### config.mk
export PLATFORM = sky130hd
export DESIGN_NAME = uart_frame_engine
export DESIGN_NICKNAME = d
export VERILOG_FILES = /design/src/rtl/uart_fe_pkg.sv /design/src/rtl/uart_fe_sync.sv /design/src/rtl/uart_fe_bitclk.sv /design/src/rtl/uart_fe_tx.sv /design/src/rtl/uart_fe_rx.sv /design/src/rtl/uart_frame_engine.sv
export SDC_FILE = /design/constraint.sdc
export NUM_CORES = 1
export LEC_CHECK = 0
export ABC_AREA = 1
export BUFFER_PORTS_ARGS = -buffer_cell sky130_fd_sc_hd__buf_2
export CELL_PAD_IN_SITES_DETAIL_PLACEMENT = 1
export CELL_PAD_IN_SITES_GLOBAL_PLACEMENT = 1
export CORE_MARGIN = 3
export CORE_UTILIZATION = 30
export CTS_BUF_LIST = sky130_fd_sc_hd__clkbuf_16
export DETAILED_ROUTE_END_ITERATION = 16
export PLACE_DENSITY = 0.7
export SLEW_MARGIN = 20
export SYNTH_ARGS = -nofsm -noshare
export SYNTH_HDL_FRONTEND = slang
export SYNTH_SLANG_ARGS = --single-unit
export TNS_END_PERCENT = 100
### constraint.sdc
create_clock -name clk -period 3.1 [get_ports clk]
set_input_delay 0 -clock clk [delete_from_list [all_inputs] [get_ports clk]]
set_output_delay 0 -clock clk [all_outputs]
set_load 0.005 [all_outputs]
### src/rtl/uart_fe_pkg.sv
package uart_fe_pkg;

  localparam int MAX_BITS = 8;
  localparam int LEN_W    = 4;

  typedef struct packed {
    logic       brk;
    logic       stick;
    logic       even;
    logic       par_en;
    logic       long_stop;
    logic [1:0] len;
  } line_cfg_t;

  typedef enum logic [2:0] {
    T_IDLE, T_START, T_DATA, T_PAR, T_STOP
  } tx_state_t;

  typedef enum logic [2:0] {
    R_IDLE, R_START, R_DATA, R_PAR, R_STOP, R_WAIT
  } rx_state_t;

  function automatic logic [LEN_W-1:0] char_bits(input logic [1:0] len);
    return LEN_W'(5) + {2'b00, len};
  endfunction

  function automatic logic par_bit(input logic [1:0] len, input logic even,
                                   input logic stick, input logic [MAX_BITS-1:0] d);
    logic [MAX_BITS-1:0] m;
    m = d & ~({MAX_BITS{1'b1}} << char_bits(len));
    if (stick) return ~even;
    return even ? ^m : ~^m;
  endfunction

endpackage

### src/rtl/uart_fe_sync.sv
module uart_fe_sync #(
  parameter int STAGES = 2
) (
  input  logic clk,
  input  logic rst_n,
  input  logic d,
  output logic q
);
  logic [STAGES-1:0] sr;

  generate
    if (STAGES == 1) begin : g_one
      always_ff @(posedge clk or negedge rst_n)
        if (!rst_n) sr <= '1;
        else        sr <= d;
    end else begin : g_chain
      always_ff @(posedge clk or negedge rst_n)
        if (!rst_n) sr <= '1;
        else        sr <= {sr[STAGES-2:0], d};
    end
  endgenerate

  assign q = sr[STAGES-1];
endmodule

### src/rtl/uart_fe_bitclk.sv
module uart_fe_bitclk #(
  parameter int CNT_W = 18
) (
  input  logic             clk,
  input  logic             rst_n,
  input  logic             run,
  input  logic [CNT_W-1:0] span,
  output logic             mid,
  output logic             last
);
  logic [CNT_W-1:0] cnt;

  always_ff @(posedge clk or negedge rst_n)
    if (!rst_n)            cnt <= '0;
    else if (!run || last) cnt <= '0;
    else                   cnt <= cnt + 1'b1;

  assign last = run && (cnt == span - 1'b1);
  assign mid  = run && (cnt == (span >> 1));

  // the interval counter never runs past the current interval
  a_r3_count_bound: assert property (@(posedge clk) disable iff (!rst_n)
    run |-> (cnt < span));
endmodule

### src/rtl/uart_fe_tx.sv
module uart_fe_tx
  import uart_fe_pkg::*;
#(
  parameter int DIV_W = 16
) (
  input  logic                clk,
  input  logic                rst_n,
  input  logic [1:0]          len_in,
  input  logic                lstop_in,
  input  logic                par_en_in,
  input  logic                even_in,
  input  logic                stick_in,
  input  logic                brk_in,
  input  logic [DIV_W-1:0]    div_in,
  input  logic [MAX_BITS-1:0] tx_data,
  input  logic                tx_valid,
  output logic                tx_ready,
  output logic                txd
);
  localparam int CNT_W = DIV_W + 2;

  tx_state_t           st;
  logic [1:0]          len_q;
  logic                lstop_q, par_en_q, even_q, stick_q, par_q;
  logic [CNT_W-1:0]    period_q, span;
  logic [MAX_BITS-1:0] sh;
  logic [2:0]          idx;
  logic                mid, last, line;

  assign tx_ready = (st == T_IDLE);

  always_comb begin
    span = period_q;
    if (st == T_STOP && lstop_q)
      span = (len_q == 2'd0) ? period_q + (period_q >> 1) : period_q << 1;
  end

  uart_fe_bitclk #(.CNT_W(CNT_W)) u_tick (
    .clk(clk), .rst_n(rst_n), .run(st != T_IDLE), .span(span),
    .mid(mid), .last(last)
  );

  always_ff @(posedge clk or negedge rst_n) begin
    if (!rst_n) begin
      st <= T_IDLE; len_q <= '0; lstop_q <= 1'b0; par_en_q <= 1'b0;
      even_q <= 1'b0; stick_q <= 1'b0; par_q <= 1'b0;
      period_q <= '0; sh <= '0; idx <= '0;
    end else begin
      case (st)
        T_IDLE: if (tx_valid) begin
          st       <= T_START;
          len_q    <= len_in;
          lstop_q  <= lstop_in;
          par_en_q <= par_en_in;
          even_q   <= even_in;
          stick_q  <= stick_in;
          par_q    <= par_bit(len_in, even_in, stick_in, tx_data);
          period_q <= {2'b00, div_in} + CNT_W'(2);
          sh       <= tx_data;
          idx      <= '0;
        end
        T_START: if (last) st <= T_DATA;
        T_DATA: if (last) begin
          sh <= sh >> 1;
          if ({1'b0, idx} == char_bits(len_q) - LEN_W'(1))
            st <= par_en_q ? T_PAR : T_STOP;
          else
            idx <= idx + 3'd1;
        end
        T_PAR:  if (last) st <= T_STOP;
        T_STOP: if (last) st <= T_IDLE;
        default: st <= T_IDLE;
      endcase
    end
  end

  always_comb begin
    case (st)
      T_START: line = 1'b0;
      T_DATA:  line = sh[0];
      T_PAR:   line = par_q;
      default: line = 1'b1;
    endcase
  end

  assign txd = line & ~brk_in;

  // acceptance drops ready for the frame
  a_r2_ready_drop: assert property (@(posedge clk) disable iff (!rst_n)
    (tx_valid && tx_ready) |=> !tx_ready);
  // start bit follows acceptance
  a_r2_start_low: assert property (@(posedge clk) disable iff (!rst_n)
    (tx_valid && tx_ready) |=> !txd);
  // captured format stays put while a frame runs
  a_r8_cfg_held: assert property (@(posedge clk) disable iff (!rst_n)
    (!tx_ready && $past(!tx_ready)) |->
      $stable({len_q, lstop_q, par_en_q, even_q, stick_q, period_q}));
  // the line does not change inside a bit up to its middle
  a_r3_bit_steady: assert property (@(posedge clk) disable iff (!rst_n)
    (mid && !brk_in && !$past(brk_in)) |-> $stable(txd));
endmodule

### src/rtl/uart_fe_rx.sv
module uart_fe_rx
  import uart_fe_pkg::*;
#(
  parameter int DIV_W = 16
) (
  input  logic                clk,
  input  logic                rst_n,
  input  logic [1:0]          len_in,
  input  logic                par_en_in,
  input  logic                even_in,
  input  logic                stick_in,
  input  logic [DIV_W-1:0]    div_in,
  input  logic                rxd_s,
  output logic [MAX_BITS-1:0] rx_data,
  output logic                rx_valid,
  output logic                rx_perr,
  output logic                rx_ferr,
  output logic                rx_brk
);
  localparam int CNT_W = DIV_W + 2;

  rx_state_t           st;
  logic [1:0]          len_q;
  logic                par_en_q, even_q, stick_q, zero_q, perr_q;
  logic [CNT_W-1:0]    period_q;
  logic [MAX_BITS-1:0] dat;
  logic [2:0]          idx;
  logic                mid, last, run;

  assign run = (st == R_START) || (st == R_DATA) || (st == R_PAR) || (st == R_STOP);

  uart_fe_bitclk #(.CNT_W(CNT_W)) u_tick (
    .clk(clk), .rst_n(rst_n), .run(run), .span(period_q),
    .mid(mid), .last(last)
  );

  always_ff @(posedge clk or negedge rst_n) begin
    if (!rst_n) begin
      st <= R_IDLE; len_q <= '0; par_en_q <= 1'b0; even_q <= 1'b0; stick_q <= 1'b0;
      zero_q <= 1'b0; perr_q <= 1'b0; period_q <= '0; dat <= '0; idx <= '0;
      rx_data <= '0; rx_valid <= 1'b0; rx_perr <= 1'b0; rx_ferr <= 1'b0; rx_brk <= 1'b0;
    end else begin
      rx_valid <= 1'b0;
      case (st)
        R_IDLE: if (!rxd_s) begin
          st       <= R_START;
          len_q    <= len_in;
          par_en_q <= par_en_in;
          even_q   <= even_in;
          stick_q  <= stick_in;
          period_q <= {2'b00, div_in} + CNT_W'(2);
          dat      <= '0;
          idx      <= '0;
          zero_q   <= 1'b1;
          perr_q   <= 1'b0;
        end
        R_START: begin
          if (mid && rxd_s) st <= R_IDLE;
          else if (last)    st <= R_DATA;
        end
        R_DATA: begin
          if (mid) begin
            dat[idx] <= rxd_s;
            zero_q   <= zero_q & ~rxd_s;
          end
          if (last) begin
            if ({1'b0, idx} == char_bits(len_q) - LEN_W'(1))
              st <= par_en_q ? R_PAR : R_STOP;
            else
              idx <= idx + 3'd1;
          end
        end
        R_PAR: begin
          if (mid) begin
            perr_q <= (rxd_s != par_bit(len_q, even_q, stick_q, dat));
            zero_q <= zero_q & ~rxd_s;
          end
          if (last) st <= R_STOP;
        end
        R_STOP: if (mid) begin
          rx_valid <= 1'b1;
          rx_data  <= dat;
          rx_perr  <= perr_q;
          rx_ferr  <= ~rxd_s;
          rx_brk   <= zero_q & ~rxd_s;
          st       <= rxd_s ? R_IDLE : R_WAIT;
        end
        R_WAIT: if (rxd_s) st <= R_IDLE;
        default: st <= R_IDLE;
      endcase
    end
  end

  // strobe lasts one cycle
  a_r12_single_pulse: assert property (@(posedge clk) disable iff (!rst_n)
    rx_valid |=> !rx_valid);
  // a break is also a framing error with all-zero data
  a_r10_break_shape: assert property (@(posedge clk) disable iff (!rst_n)
    (rx_valid && rx_brk) |-> (rx_ferr && rx_data == '0));
  // after a low stop bit the receiver waits for a high line
  a_r11_hold_after_ferr: assert property (@(posedge clk) disable iff (!rst_n)
    (rx_valid && rx_ferr) |-> (st == R_WAIT));
  // a high line never opens a frame
  a_r9_no_start_on_high: assert property (@(posedge clk) disable iff (!rst_n)
    (st == R_IDLE && rxd_s) |=> (st == R_IDLE));
endmodule

### src/rtl/uart_frame_engine.sv
module uart_frame_engine
  import uart_fe_pkg::*;
#(
  parameter int DIV_W       = 16,
  parameter int SYNC_STAGES = 2
) (
  input  logic                clk,
  input  logic                rst_n,
  input  logic [6:0]          line_ctrl,
  input  logic [DIV_W-1:0]    divisor,
  input  logic [MAX_BITS-1:0] tx_data,
  input  logic                tx_valid,
  output logic                tx_ready,
  output logic                txd,
  input  logic                rxd,
  output logic [MAX_BITS-1:0] rx_data,
  output logic                rx_valid,
  output logic                rx_perr,
  output logic                rx_ferr,
  output logic                rx_brk
);
  line_cfg_t cfg;
  logic      rxd_s;

  assign cfg = line_ctrl;

  uart_fe_sync #(.STAGES(SYNC_STAGES)) u_sync (
    .clk(clk), .rst_n(rst_n), .d(rxd), .q(rxd_s)
  );

  uart_fe_tx #(.DIV_W(DIV_W)) u_tx (
    .clk(clk), .rst_n(rst_n),
    .len_in(cfg.len), .lstop_in(cfg.long_stop), .par_en_in(cfg.par_en),
    .even_in(cfg.even), .stick_in(cfg.stick), .brk_in(cfg.brk),
    .div_in(divisor), .tx_data(tx_data), .tx_valid(tx_valid),
    .tx_ready(tx_ready), .txd(txd)
  );

  uart_fe_rx #(.DIV_W(DIV_W)) u_rx (
    .clk(clk), .rst_n(rst_n),
    .len_in(cfg.len), .par_en_in(cfg.par_en), .even_in(cfg.even),
    .stick_in(cfg.stick), .div_in(divisor), .rxd_s(rxd_s),
    .rx_data(rx_data), .rx_valid(rx_valid), .rx_perr(rx_perr),
    .rx_ferr(rx_ferr), .rx_brk(rx_brk)
  );
endmodule

; ---- Word level (Yosys, flattened, before mapping)
; Cells that the tools add are included.
[totals]
reg_bits = 126
inputBits = 35
out_inout_bits = 14
[op_classes]
addsub = 13
magnitude_cmp = 2
eq_ne = 33
n_shift = 2
n_mux = 63
n_bitwise = 10
reduce_logical = 37
[op_table]
columns = cell, n
row1 = $mux 18, 4
row2 = $mux 3, 23
row3 = $add 18x1->18 const B, 2
row4 = $eq 18x18->1, 2
row5 = $sub 18x1->18 const B, 2
row6 = $mux 8, 4
row7 = $pmux 8 s2, 2
row8 = $ne 2x2->1 const B, 12
row9 = $mux 1, 21
row10 = $add 18x17->18, 1
row11 = $eq 18x17->1, 1
row12 = $pmux 3 s6, 1
row13 = $add 16x2->17 const B, 1
row14 = $and 8x8->8, 2
row15 = $not 8->8, 2
row16 = $reduce_xnor 8->1, 2
row17 = $reduce_xor 8->1, 2
row18 = $shl 8x4->8 const A, 2
row19 = $pmux 3 s5, 1
row20 = $add 3x2->4 const A, 3
row21 = $eq 3x2->1 const B, 4
row22 = $pmux 3 s2, 2
row23 = $reduce_and 3->1, 4
row24 = $ne 2x1->1 const B, 5
row25 = 27 further kinds, 55

; ---- Depth between registers and ports, before layout
; Gate-level depths: netlist of the first run.
[logic_depth]
word_depth = 13
depth_mapped = 28
ltp_nobuf = 27

; ---- By module
; A second synthesis of the first run with hierarchy kept.
[unflattened]
hier_cells = 1396
area_unflattened_um2 = 9701.8
[modules_own_cells]
columns = mod, n_inst, cells_each, area_per_inst_um2, seq_area_each_um2
row1 = uart_fe_bitclk, 2, 287, 1900.6, 450.4
row2 = uart_fe_tx, 1, 501, 3246.9, 900.9
row3 = uart_fe_rx, 1, 319, 2601.2, 1251.2
row4 = uart_fe_sync, 1, 2, 52.6, 52.6

; ---- Worst setup path after synthesis of the first run
; No wires, ideal clock.
[synth_timing]
path_type = reg-to-reg
from = reg u_tx.period_q[1]
to = reg u_tx.sh[5]
setup_ns = 0.122
t_arrival_ns = 3.253
t_required_ns = 2.978
slack_ns = -0.274
stages_incl_launch_ff = 25
n_path_buf = 1
path_cell_list = dfrtp_1 ha_1 inv_1 fa_1 nand2_1 nand2_1 nand2_1 nand2_1 ha_1 inv_1 nor2_1 nand3_1 nor2_2 nand2_1 nor2_2 nand2_2 nor2_2 nand2_1 xor2_1 nand3_4 nand2_4 nand3b_4 buf_6 nand2_1 o21ai_2
[synth_between]
elab_chain_cells = 8
[synth_lines]
columns = element, line_no
row1 = start: declaration, uart_fe_tx.sv:25  ; logic [CNT_W-1:0] period_q, span;
row2 = start signal: assignment, uart_fe_tx.sv:58  ; period_q <= {2'b00, div_in} + CNT_W'(2);
row3 = $add 18x17->18, uart_fe_tx.sv:35  ; span = (len_q == 2'd0) ? period_q + (period_q >> 1) : period_q << 1;
row4 = $mux 18, uart_fe_tx.sv:35
row5 = $mux 18 (*), uart_fe_tx.sv:34  ; if (st == T_STOP && lstop_q)
row6 = $sub 18x1->18 (*), uart_fe_bitclk.sv:18  ; assign last = run && (cnt == span - 1'b1);
row7 = $eq 18x18->1 (*), uart_fe_bitclk.sv:18
row8 = $logic_and 1x1->1 (*), uart_fe_bitclk.sv:18
row9 = $ne 2x2->1 (no source line) (*), --
row10 = $reduce_and 3->1 (no source line) (*), --
row11 = end signal: assignment, uart_fe_tx.sv:59  ; sh <= tx_data;
row12 = end signal: assignment, uart_fe_tx.sv:64  ; sh <= sh >> 1;
row13 = end: declaration, uart_fe_tx.sv:26  ; logic [MAX_BITS-1:0] sh;
; Mark *: on every way between the ends. The rest lies on a longest branch, timed or not.
; A chain may end at the register's enable or synchronous reset.

; ---- Worst setup path in the final report of the first run
[layout_timing]
from = reg u_tx.period_q[1]
to = reg u_tx.sh[3]
; Same word-level chain as after synthesis.

==> results of run 1 <==
flip-flops by register name, summed over array words and instances (netlist names), 8 cells and up:
name,flops
u_rx.dat,8
u_rx.period_q,17
u_rx.rx_data,8
u_rx.u_tick.cnt,18
u_tx.period_q,17
u_tx.sh,8
u_tx.u_tick.cnt,18
power by group through the flow:
stage | Clock, mW | Combinational (mW) | Sequential (mW)
after CTS | 2.11 | 1.64 | 2.08
final | 2.04 | 1.74 | 2.08
after global routing | 2.19 | 1.98 | 2.11
after floorplan | 0 | 1.14 | 2.01
after detailed placement | 0 | 1.60 | 2.10
after global placement | 0 | 1.55 | 2.09
worst min-delay path: stages:
cell,delay [ns]
buf_2,0.14
xnor2_1,0.16
o21ai_0,0.08
logic make-up (layout without fill, tap and decap cells):
kind of cell,count (synthesis),after routing,share of synthesized area
buffers and inverters,216,421,0.09190
AOI/OAI and AO/OA,150,150,0.09299
xor gates and xnor gates,69,69,0.06528
adders and majority gates,28,28,0.03865
muxes,7,7,0.007569
DFF,124,124,0.3355
and+or+nand+nor,781,782,0.3682
layer usage:
layer / routed length [um] / global-route usage / up-vias / part of all wire
met2: 14580 / 0.3215 / 111 / 0.50
li1: - / - / 4772 / -
met5: 0 / 0 / - / 0
met4: 244 / 0.03595 / 0 / 0.0083
met3: 734 / 0.02564 / 15 / 0.025
met1: 13720 / 0.2330 / 4596 / 0.47
Yosys cell counts, types with 2 or more instances:
cell	count	area [um2]
a21oi_1	41	205.2
nand4_1	14	87.58
dfrtp_1	122	3053
nand3_1	109	545.5
xnor2_1	18	157.7
buf_2	5	25.02
o21ai_0	74	370.4
o21ai_2	8	70.07
a21boi_0	3	22.52
nand2_1	405	1520
nand2_2	9	56.30
xor2_1	51	446.7
nor2_4	5	56.30
mux2i_1	7	70.07
a21oi_2	2	17.52
o21bai_1	2	15.01
ha_1	27	337.8
inv_1	188	705.7
dfstp_2	2	52.55
and3_1	3	18.77
or2_2	6	37.54
clkbuf_1	15	56.30
inv_2	2	7.510
nand3_2	4	40.04
nor3_1	40	200.2
nor2_2	8	50.05
nor2_1	146	548.0
a22oi_1	8	60.06
nor4_1	12	75.07
o2111ai_1	2	17.52
nor3b_1	12	90.09
o211ai_1	4	30.03
buf_6	4	45.04
nand3b_1	2	15.01
stage by stage:
step | worst slack [ns] | utilization | std cells | setup TNS [ns] | hold WS (ns)
floorplan | -0.1451 | - | 1375 | -0.9230 | -0.2956
global placement | -0.3440 | 0.3580 | 1901 | -9.057 | -0.2118
CTS | -0.3709 | 0.3904 | 1966 | -10.43 | 0.001989
global route | -0.6561 | 0.3962 | 1971 | -19.46 | 0.01502
finish | -0.3872 | 0.3962 | 1971 | -10.92 | 0.009794
detailed placement | -0.4935 | 0.3580 | 1901 | -13.53 | -0.2125
worst min-delay path by stage:
stage | end | slack (ns) | start
after floorplan | u_rx.dat[0]$_DFFE_PN0P_ | -0.30 | rst_n
after global placement | u_rx.rx_brk$_DFFE_PN0P_ | -0.21 | rst_n
after detailed placement | u_rx.rx_brk$_DFFE_PN0P_ | -0.21 | rst_n
after CTS | u_tx.period_q[9]$_DFFE_PN0P_ | 0.002 | divisor[9]
after global routing | u_tx.period_q[9]$_DFFE_PN0P_ | 0.02 | divisor[9]
final | u_tx.period_q[9]$_DFFE_PN0P_ | 0.01 | divisor[9]
timing repair:
item | 4_1_cts | 5_1_grt
resized for setup | 28 | 35
buffers inserted | 8 | 5
hold endpoints to repair | 157 | 0
endpoints found under the setup margin | 35 | 56
cloned | 1 | 0
pin swaps | 29 | 34
hold buffers | 24 | 0
cell type report:
class,instances,share of cell area
multi-input combinational,1036,0.4670
sequential,124,0.2610
timing repair buffer,198,0.1221
inverter,191,0.06026
tap,390,0.04101
clock buffer,17,0.03576
clock inverter,15,0.01283
==> results.txt, run 1 <==
status: complete, but fails checks
failing checks: setup timing
DRT Wirelength: 29280 um
Seq/Total Area, Yosys: 0.3355
Clk pin slew, worst setup/hold paths: 0.06 ns
CTS tree: yes
Synth cell types: 49
Sw Share: 0.3795
most frequent cells in the layout: nand2_1, inv_1, nor2_1
Worst Setup EP: u_tx.sh[3]$_DFFE_PN0P_
wire per inst: 14.85 um
Layout Nets: 1631
Post-Syn Area per Cell: 6.733 um2
GRT Resource Usage Total: 0.1804
commonest non-fill, non-tap cell in the layout: nand2_1
Setup crit end kind: register
RSZ-0062 raised after global routing: true
Core Region: 30030 um2
Crit Reg-Reg Startpoint: u_tx.period_q[1]$_DFFE_PN0P_
Internal Power: 3.641 mW
GRT overflow: 0
RR Endpoint: u_tx.sh[3]$_DFFE_PN0P_
MaxCap Viol Count: 0
crit start category: register
CP max-delay cell: fa_1
Starting DRT DRC Count: 438
Seq pwr share: 0.355
worst vdd ir: 0.0003908 V
Leak: 6.032 nW
sw power: 2.227 mW
vias in the first global route: 10104
num rows: 63
PnR worst setup slack: -0.3872 ns
WS Path Type: reg2reg
Yosys warning total: 0
fillcell total: 3779
Post-Synthesis Cells: 1375
most frequent CP cell: nand2_1
Worst-Skew Late Latency: 0.43 ns
crit path time final: 3.487 ns
CP Launch Point: u_tx.period_q[1]$_DFFE_PN0P_
Hold Crit Class: in2reg
DP HPWL: 22130 um
flop2flop setup slack: -0.39 ns
Vias/cell: 4.817
ANT nets after route: 0
Inserted Diodes: 0
port buffer count: 48
Layout Skew: 0.01394 ns
Pwr per Cell Area: 493.1 nW/um2
overall power: 5.867 mW
Post-Synthesis Cell Area: 9258 um2
Final Max Slew Viols: 0
Num CTS Buffers: 17
WP buf/inv: 2
Area after DPL: 10750 um2
die height: 181.7 um
CTS Root Cell: clkbuf_16
drt pass-1 iters: 5
Yosys reg bits: 124
CP max FO: 8
setup violators final: 32
largest net degree at the start of global routing: 63
syn_nets: 1438
first-pass GRT wire length: 49310 um
area of the multi-input gates: 5557 um2
critical path's top delay family: simple AND/OR/NAND/NOR gates
gpl congestion: 0.8559
layout cell share with drive strength beyond 1: 0.1948
Worst Path Arrival: 3.80 ns
Longest Clk Path Bufs: 2
FF-to-FF path depth: 25
Final period util: 1.125
Critical Path RT: 3.41 ns
Post-synth EDFFs: 0
top_reg_cell synth: dfrtp_1
P&R area growth vs syn: 28.52%
Crit path depth: 25
H-tree depth: 4
Relative slew margins: 0.4387
Initial Utilization: 0.3083
Max stage delay on crit path: 0.48 ns
post-route design area: 11900 um2
Final Hold Vio Count: 0
Reg area: 3105 um2
# DRC: 0
die width: 181.7 um
worst hold stages: 3
# IOs: 49
Async SR Flop Fraction: 1.000
Via Count: 9494
initial antenna violation count: 0
die area: 33000 um2
combinational share of power: 0.297
fmax: 286.8 MHz
Slew @ Worst Pin: 0.8420 ns
CTS Sinks: 124
clock power share: 0.349
(Power assumes the default switching activity.)
==> inputs of run 2 (changes only) <==
--- a/config.mk
+++ b/config.mk
@@ -10,10 +10,10 @@
 export CELL_PAD_IN_SITES_DETAIL_PLACEMENT = 1
 export CELL_PAD_IN_SITES_GLOBAL_PLACEMENT = 1
 export CORE_MARGIN = 3
-export CORE_UTILIZATION = 30
+export CORE_UTILIZATION = 41
 export CTS_BUF_LIST = sky130_fd_sc_hd__clkbuf_16
 export DETAILED_ROUTE_END_ITERATION = 16
-export PLACE_DENSITY = 0.7
+export PLACE_DENSITY = 0.88
 export SLEW_MARGIN = 20
 export SYNTH_ARGS = -nofsm -noshare
 export SYNTH_HDL_FRONTEND = slang
==> run 2 against run 1 <==
The flow still finishes with violations (setup timing). Final cell count fell by 5.9%. Die area shrank 26%. Clock power grew 4%. Cell area is 0.95% lower. Maximum frequency down 8.0%. Sequential cell count did not move. Setup slack worse by 0.30 ns. Global-route usage up 9.9 points. Hold slack improved by 0.0051 ns. Sequential power about the same. Largest power group is now the clock network.
==> results.txt, run 2 (synthesis gave the netlist of run 1 again) <==
crit start category: register
die width: 156.3 um
H-tree depth: 4
Final Hold Vio Count: 0
Worst Setup EP: u_tx.idx[2]$_DFFE_PN0P_
DRT Wirelength: 36540 um
crit path time final: 3.791 ns
failing checks: setup timing
gpl congestion: 0.9141
clock power share: 0.340
layout cell share with drive strength beyond 1: 0.1971
Slew @ Worst Pin: 0.8897 ns
Reg area: 3108 um2
Starting DRT DRC Count: 675
Initial Utilization: 0.4203
vias in the first global route: 11119
Layout Skew: 0.01289 ns
RR Endpoint: u_tx.idx[2]$_DFFE_PN0P_
Via Count: 10384
combinational share of power: 0.323
RSZ-0062 raised after global routing: true
most frequent cells in the layout: nand2_1, inv_1, nor2_1
first-pass GRT wire length: 54760 um
setup violators final: 33
wire per inst: 19.71 um
drt pass-1 iters: 5
CP Launch Point: u_tx.period_q[1]$_DFFE_PN0P_
P&R area growth vs syn: 27.30%
Pwr per Cell Area: 531.7 nW/um2
placed cell count: 1781
most frequent CP cell: nand2_1
biggest regs: u_rx.u_tick.cnt x18, u_tx.u_tick.cnt x18
Relative slew margins: 0.4069
die height: 156.3 um
Setup crit end kind: register
# DRC: 0
port buffer count: 48
Max stage delay on crit path: 0.51 ns
WS Path Type: reg2reg
status: complete, but fails checks
CP max FO: 8
Core Region: 22030 um2
CP max-delay cell: fa_1
ANT nets after route: 0
final core occ: 0.5350
critical path's top delay family: simple AND/OR/NAND/NOR gates
DP HPWL: 23020 um
WP buf/inv: 2
sw power: 2.587 mW
commonest non-fill, non-tap cell in the layout: nand2_1
Longest Clk Path Bufs: 2
Final Max Slew Viols: 0
Final Instance Count excl. Fillers: 1854
worst slack, placed: -0.4876 ns
Crit path depth: 25
fillcell total: 2837
flop2flop setup slack: -0.69 ns
Clk pin slew, worst setup/hold paths: 0.07 ns
FF-to-FF path depth: 25
CTS Root Cell: clkbuf_16
num rows: 54
CTS Sinks: 124
area of the multi-input gates: 5579 um2
PnR worst setup slack: -0.6911 ns
GRT Resource Usage Total: 0.2793
Sw Share: 0.4128
fmax: 263.8 MHz
overall power: 6.267 mW
Leak: 6.009 nW
# IOs: 49
MaxCap Viol Count: 0
Crit Reg-Reg Startpoint: u_tx.period_q[1]$_DFFE_PN0P_
Internal Power: 3.680 mW
Seq pwr share: 0.336
die area: 24420 um2
worst vdd ir: 0.0003879 V
Critical Path RT: 3.44 ns
largest net degree at the start of global routing: 64
initial antenna violation count: 1
Final period util: 1.223
Vias/cell: 5.601
GRT overflow: 0
CTS tree: yes
Worst-Skew Late Latency: 0.45 ns
final setup TNS: -17.73 ns
Worst Path Arrival: 4.13 ns
Layout Nets: 1623
Num CTS Buffers: 17
Hold Crit Class: in2reg
[run 2: cell count changes in the layout (fill, tap and decap cells not counted), moves of 4 or more]
cell | previous run | this run
nand3_2 | 6 | 10
nand2_2 | 25 | 31
buf_4 | 123 | 113
nand2_1 | 388 | 383
[run 2: worst register-to-register path, cell delays in order, from the launching register on]
cell and delay [ns]:
dfrtp_2 0.42, ha_4 0.16, inv_2 0.05, fa_1 0.51, nand2_1 0.08, nand2_1 0.10
nand2_1 0.10, nand2_2 0.12, ha_4 0.14, inv_2 0.04, nor2_2 0.13, nand2_1 0.09
nor2_1 0.15, nand2_1 0.13, nor2_1 0.17, nand2_1 0.07, nand2_1 0.08, nand3_1 0.07
nor2_1 0.13, nand3_2 0.09, nor2_4 0.13, nand3_4 0.13, a21oi_4 0.29, nand2_2 0.14
nand2_2 0.11, nand2_2 0.06
[run 2: power groups by stage]
stage               registers (mW)  clock network, mW  logic, mW
floorplan                     2.01                  0       1.14
global placement              2.08                  0       1.52
detailed placement            2.10                  0       1.64
CTS                           2.08               2.12       1.75
global route                  2.12               2.21       2.20
finish                        2.11               2.13       2.03
[run 2: per-stage QoR]
stage / hold slack, ns / cell area (um2)
after floorplan: -0.2956 / 9296
after global placement: 0.1052 / 10550
after detailed placement: 0.1131 / 10550
after CTS: 0.004076 / 11520
after global routing: 0.03752 / 11790
final: 0.01488 / 11790
[run 2: worst min-delay path by stage]
stage | start | to | cells past startpoint
after floorplan | rst_n | u_rx.dat[0]$_DFFE_PN0P_ | 0
after global placement | rxd | u_sync.sr[0]$_DFF_PN1_ | 1
after detailed placement | rxd | u_sync.sr[0]$_DFF_PN1_ | 1
after CTS | divisor[6] | u_tx.period_q[6]$_DFFE_PN0P_ | 4
after global routing | divisor[3] | u_tx.period_q[3]$_DFFE_PN0P_ | 4
final | divisor[3] | u_tx.period_q[3]$_DFFE_PN0P_ | 4
[run 2: routing by layer]
| layer | routed length (um) | global-route usage | up-vias |
|---|---|---|---|
| li1 | - | - | 4750 |
| met3 | 1603 | 0.05006 | 127 |
| met4 | 1521 | 0.1201 | 0 |
| met1 | 14590 | 0.3169 | 5147 |
| met2 | 18820 | 0.5126 | 360 |
| met5 | 0 | 0 | - |
[run 2: area by class of cell]
| type | count | share of cell area |
|---|---|---|
| timing repair buffer | 190 | 0.1212 |
| clock buffer | 17 | 0.03610 |
| sequential | 124 | 0.2637 |
| inverter | 191 | 0.06083 |
| tap | 280 | 0.02973 |
| clock inverter | 15 | 0.01476 |
| antenna | 1 | 0.0002123 |
| multi-input combinational | 1036 | 0.4734 |
[run 2: what timing repair did]
item,CTS,global route
gates resized for setup,26,43
setup buffers,4,8
hold endpoints to repair,97,0
gates cloned,0,2
hold buffers,26,0
pin swaps,18,17
setup endpoints to repair,37,56
